$ cat config.mk
export PLATFORM = sky130hd
export DESIGN_NAME = fp64_sub_special
export DESIGN_NICKNAME = d
export VERILOG_FILES = /design/src/rtl/fp64_sub_pkg.sv /design/src/rtl/fp64_kind_decode.sv /design/src/rtl/fp64_pair_resolve.sv /design/src/rtl/fp64_sub_special.sv
export SDC_FILE = /design/constraint.sdc
export NUM_CORES = 1
export LEC_CHECK = 0
export BUFFER_PORTS_ARGS = -buffer_cell sky130_fd_sc_hd__buf_4
export CORE_AREA = 2 2 78 80
export DETAILED_ROUTE_END_ITERATION = 7
export DIE_AREA = 0 0 80 82
export PLACE_DENSITY = 0.71
export RECOVER_POWER = 50
export SYNTH_ARGS = -nofsm -noshare
export SYNTH_HDL_FRONTEND = slang
export SYNTH_SLANG_ARGS = --single-unit
export TNS_END_PERCENT = 100
$ cat constraint.sdc
create_clock -name vclk -period 2.3
set_input_delay 0 -clock vclk [all_inputs]
set_output_delay 0 -clock vclk [all_outputs]
set_load 0.005 [all_outputs]
$ cat src/rtl/fp64_sub_pkg.sv
package fp64_sub_pkg;
    localparam int EXP_W  = 11;
    localparam int FRAC_W = 52;
    localparam int WORD_W = 1 + EXP_W + FRAC_W;

    typedef enum logic [2:0] {
        KIND_ZERO  = 3'd0,
        KIND_NORM  = 3'd1,
        KIND_DNORM = 3'd2,
        KIND_INF   = 3'd3,
        KIND_QNAN  = 3'd4,
        KIND_SNAN  = 3'd5
    } kind_e;

    typedef enum logic [1:0] {
        RND_NEAREST = 2'b00,
        RND_ZERO    = 2'b01,
        RND_UP      = 2'b10,
        RND_DOWN    = 2'b11
    } rnd_e;
endpackage

$ cat src/rtl/fp64_kind_decode.sv
module fp64_kind_decode
    import fp64_sub_pkg::*;
#(
    parameter int EW = EXP_W,
    parameter int FW = FRAC_W
) (
    input  logic [EW+FW:0] word_in,
    output kind_e          kind_out
);
    localparam int QBIT = FW - 1;

    logic [EW-1:0] exp_f;
    logic [FW-1:0] frac_f;

    assign exp_f  = word_in[EW+FW-1:FW];
    assign frac_f = word_in[FW-1:0];

    always_comb begin
        if (&exp_f) begin
            if (frac_f == '0)
                kind_out = KIND_INF;
            else if (frac_f[QBIT])
                kind_out = KIND_QNAN;
            else
                kind_out = KIND_SNAN;
        end else if (exp_f == '0) begin
            kind_out = (frac_f == '0) ? KIND_ZERO : KIND_DNORM;
        end else begin
            kind_out = KIND_NORM;
        end
    end

    // a zero class must carry all-zero magnitude bits
    always_comb begin
        if (kind_out == KIND_ZERO)
            a_r1_zero_bits: assert (word_in[EW+FW-1:0] == '0);
        if (kind_out == KIND_SNAN)
            a_r1_snan_payload: assert (word_in[FW-1:0] != '0 && !word_in[QBIT]);
    end
endmodule

$ cat src/rtl/fp64_pair_resolve.sv
module fp64_pair_resolve
    import fp64_sub_pkg::*;
#(
    parameter int EW = EXP_W,
    parameter int FW = FRAC_W
) (
    input  logic [EW+FW:0] xv,
    input  logic [EW+FW:0] yv,
    input  kind_e          xk,
    input  kind_e          yk,
    input  rnd_e           rm,
    output logic [EW+FW:0] res,
    output logic           done,
    output logic           inv
);
    localparam int WW   = 1 + EW + FW;
    localparam int SB   = WW - 1;
    localparam int QBIT = FW - 1;
    localparam logic [WW-1:0] QMASK   = {{(WW-1-QBIT){1'b0}}, 1'b1, {QBIT{1'b0}}};
    localparam logic [WW-1:0] INDEF   = {1'b0, {EW{1'b1}}, 1'b0, {(FW-1){1'b1}}};
    localparam logic [WW-2:0] INF_MAG = {{EW{1'b1}}, {FW{1'b0}}};

    logic x_nan, y_nan, x_fin, y_fin;

    assign x_nan = (xk == KIND_QNAN) || (xk == KIND_SNAN);
    assign y_nan = (yk == KIND_QNAN) || (yk == KIND_SNAN);
    assign x_fin = !x_nan && (xk != KIND_INF);
    assign y_fin = !y_nan && (yk != KIND_INF);

    always_comb begin
        res  = '0;
        done = 1'b1;
        inv  = 1'b0;
        if (xk == KIND_SNAN) begin
            res = xv | QMASK;
            inv = 1'b1;
        end else if (yk == KIND_SNAN) begin
            res = yv | QMASK;
            inv = 1'b1;
        end else if (xk == KIND_QNAN) begin
            res = xv;
        end else if (yk == KIND_QNAN) begin
            res = yv;
        end else begin
            unique case (xk)
                KIND_INF: begin
                    if (yk == KIND_INF && xv[SB] == yv[SB]) begin
                        res = INDEF;
                        inv = 1'b1;
                    end else begin
                        res = xv;
                    end
                end
                KIND_ZERO: begin
                    if (yk == KIND_INF)
                        res = {~yv[SB], INF_MAG};
                    else if (yk == KIND_ZERO)
                        res = (xv[SB] != yv[SB]) ? xv : {(rm == RND_DOWN), {(WW-1){1'b0}}};
                    else
                        res = {~yv[SB], yv[WW-2:0]};
                end
                default: begin
                    if (yk == KIND_INF)
                        res = {~yv[SB], INF_MAG};
                    else if (yk == KIND_ZERO)
                        res = xv;
                    else
                        done = 1'b0;
                end
            endcase
        end
    end

    always_comb begin
        // invalid only for signalling NaNs or like-signed infinities
        if (inv)
            a_r13_inv_cause: assert (xk == KIND_SNAN || yk == KIND_SNAN ||
                                     (xk == KIND_INF && yk == KIND_INF));
        // two nonzero finite operands are never resolved here
        if (x_fin && y_fin && xk != KIND_ZERO && yk != KIND_ZERO)
            a_r12_pass: assert (!done && !inv && res == '0);
        // an invalid outcome is always a NaN encoding
        if (inv)
            a_r2_nan_out: assert (&res[WW-2:FW] && res[FW-1:0] != '0);
        // a finite minus an infinity yields an infinity
        if (x_fin && yk == KIND_INF)
            a_r7_inf_out: assert (res[WW-2:0] == INF_MAG && res[SB] != yv[SB]);
    end
endmodule

$ cat src/rtl/fp64_sub_special.sv
module fp64_sub_special
    import fp64_sub_pkg::*;
(
    input  logic [63:0] op_x,
    input  logic [63:0] op_y,
    input  logic [1:0]  rnd_mode,
    output logic [63:0] res_out,
    output logic        special_ok,
    output logic        flag_invalid,
    output logic        pass_arith,
    output logic [2:0]  x_kind,
    output logic [2:0]  y_kind
);
    logic [WORD_W-1:0] ops [2];
    kind_e             kinds [2];
    logic              done_w;

    assign ops[0] = op_x;
    assign ops[1] = op_y;

    for (genvar g = 0; g < 2; g++) begin : g_dec
        fp64_kind_decode #(.EW(EXP_W), .FW(FRAC_W)) u_dec (
            .word_in (ops[g]),
            .kind_out(kinds[g])
        );
    end

    fp64_pair_resolve #(.EW(EXP_W), .FW(FRAC_W)) u_res (
        .xv  (op_x),
        .yv  (op_y),
        .xk  (kinds[0]),
        .yk  (kinds[1]),
        .rm  (rnd_e'(rnd_mode)),
        .res (res_out),
        .done(done_w),
        .inv (flag_invalid)
    );

    assign special_ok = done_w;
    assign pass_arith = ~done_w;
    assign x_kind     = kinds[0];
    assign y_kind     = kinds[1];

    // resolved and pass-through are mutually exclusive
    always_comb begin
        a_r13_excl: assert (special_ok != pass_arith);
        if (pass_arith)
            a_r13_pass_clean: assert (!flag_invalid);
    end
endmodule

==> out/qor.yml <==
floorplan:
  die_y_um: 82
  start_util: 0.273
  dieArea_mm2: 0.00656
  die_x_um: 80
  num_io_pins: 203
  rows: 28
  core_area_mm2: 0.00575
yosys:
  syn-num-nets: 445
  yosys-top-cells-area: "o21ai_0 (18%), nor2_1 (16%), nand2_1 (14%)"
  synth.distinct_cells: 34
  avgSynthCellArea_um2: 4.98
  syn_inst: 315
  ys_warn_count: 0
  ys_top_cells_by_count: "nor2_1 (68), nand2_1 (59), o21ai_0 (55)"
  synth_top_area_share: 0.175
  synth_top_area_cell: "o21ai_0"
  yosysMostFrequentCell: "nor2_1"
  yosysSeqAreaShare: 0
  netlist_area_mm2: 0.00157
setup_path:
  slowest_delay_ps: 370
  cp_top_family: "simple AND/OR/NAND/NOR gates"
  path_max_fanout: 8
  path_cells: "buf_4, nor4_1, nand4_1, nor4_4, buf_4, and2_4, nand2_1, a22oi_2, buf_6, buf_8, o21ai_0, buf_4"
  cp-end-kind: "primary output"
  cp-start-kind: "input pin"
  timing.critical_path.buf_inv: 5
  arrival_ps: 2210
  crit_type: "input pin to primary output"
  cp.required_ps: 2300
  crit_top_cell: "buf_4"
  cpMaxStageDelayCell: "nor4_4"
layout:
  fin_nets: 663
  seq_cell_count: 0
  syn2layout_area_growth_pct: 130
  finalNonFillerCells: 606
  antennaDiodeCount: 0
  regArea_um2: 0
  nFillCells: 567
  drive_above_1_share: 0.492
  clkbuf_count: 0
power_and_ir_drop:
  vdd_drop_max_mv: 0.0506
  fin_total_pwr_w: 0.000282
  power_density_mw_per_mm2: 78.1
  p_leak_nw: 1.72
global_route:
  grt_pass1_vias: 2959
  gr-total-overflow: 0
  grtUsageTotal: 0.269
  antenna_found_initial: 0
  grt_start_max_net_pins: 34
  grt_pass1_wl_um: 14400
drt:
  drc_errors: 0
  vias: 3258
  wl_per_cell_um: 16.1
  drtIter0Drc: 133
  postRouteWirelength_um: 9750
  postRouteAntennaNets: 0
  viasPerCell: 5.38
  drt_pre_antenna_iters: 5
timing:
  period_share: 0.961
  tns_ps: 0
  tightest_slew_ps: 361
  fmax_mhz: 452
  hold_viol_final: 0
  whs_ps: 284
  slew_headroom: 0.759
  setup_slack_ps: 88.6
  setup_viol: 0
  final_max_slew_viol_count: 0
  post-route-min-period_ps: 2210
placement:
  pre_cts_ws_ps: -146
  dp_cells: 594
  gp_congestion: 0.905
  io_buffers: 203
  dp_hpwl_um: 7660
status:
  run_status: "finished, final reports clean"
job:
  cap_violations: 0
hold_path:
  hp-class: "input pin to primary output"
-- cells in the final DEF, fill, tap and decap left out, drive strengths merged, types with 4 or more instances in the layout --
cell type / instances
a211oi: 12
and2: 4
buf: 236
clkbuf: 4
inv: 6
nand2: 59
nand3: 7
nand4: 10
nor2: 68
nor4: 33
o21ai: 64
-- layout make-up --
| cell class | count | area, µm² | share of cell area |
|---|---|---|---|
| multi-input combinational | 285 | 1560 | 0.432 |
| timing repair buffer | 240 | 1930 | 0.536 |
| tap | 75 | 93.8 | 0.0260 |
| inverter | 6 | 22.5 | 0.00624 |
-- routing by layer --
layer	vias up	share of wire	wire, µm	global-route usage
met5	-	0	0	0
met4	0	0.023	221	0.0492
met3	16	0.079	771	0.0253
met2	163	0.51	4960	0.517
met1	1494	0.39	3800	0.327
li1	1585	-	-	-
-- tightest hold or removal path, cell delays in order --
cell and delay, ps:
buf_4 80, nand2_1 40, o21ai_0 60, buf_4 110
-- repair_timing --
action	4_1_cts	5_1_grt
resized for setup	12	27
setup endpoints to repair	51	62
pin swaps	4	5
hold buffers	0	0
gates cloned	2	4
setup buffers	3	4
-- per-stage QoR --
step | utilization | area, µm²
after global placement | 0.576 | 3310
after CTS | 0.591 | 3390
final | 0.628 | 3610
after global routing | 0.628 | 3610
after detailed placement | 0.576 | 3310
after floorplan | - | 1570
-- logic make-up after synthesis --
group / share of synthesized area
XOR/XNOR: 0.00558
AO/OA/AOI/OAI: 0.341
AND/OR/NAND/NOR: 0.562
buffers and inverters: 0.0853
multiplexers: 0.00638
-- power breakdown --
part	leakage [nW]	internal, W	switching [W]	total (W)
clock network	0	0	0	0
logic	1.72	0.000171	0.000111	0.000282
registers	0	0	0	0
total	1.72	0.000171	0.000111	0.000282
-- worst paths after layout --
path	from	to	slack, ps	cells past startpoint
min	op_y[34]	res_out[34]	280	4
max	op_x[20]	res_out[43]	90	12
Note: power is estimated with default switching activity, not from simulation.
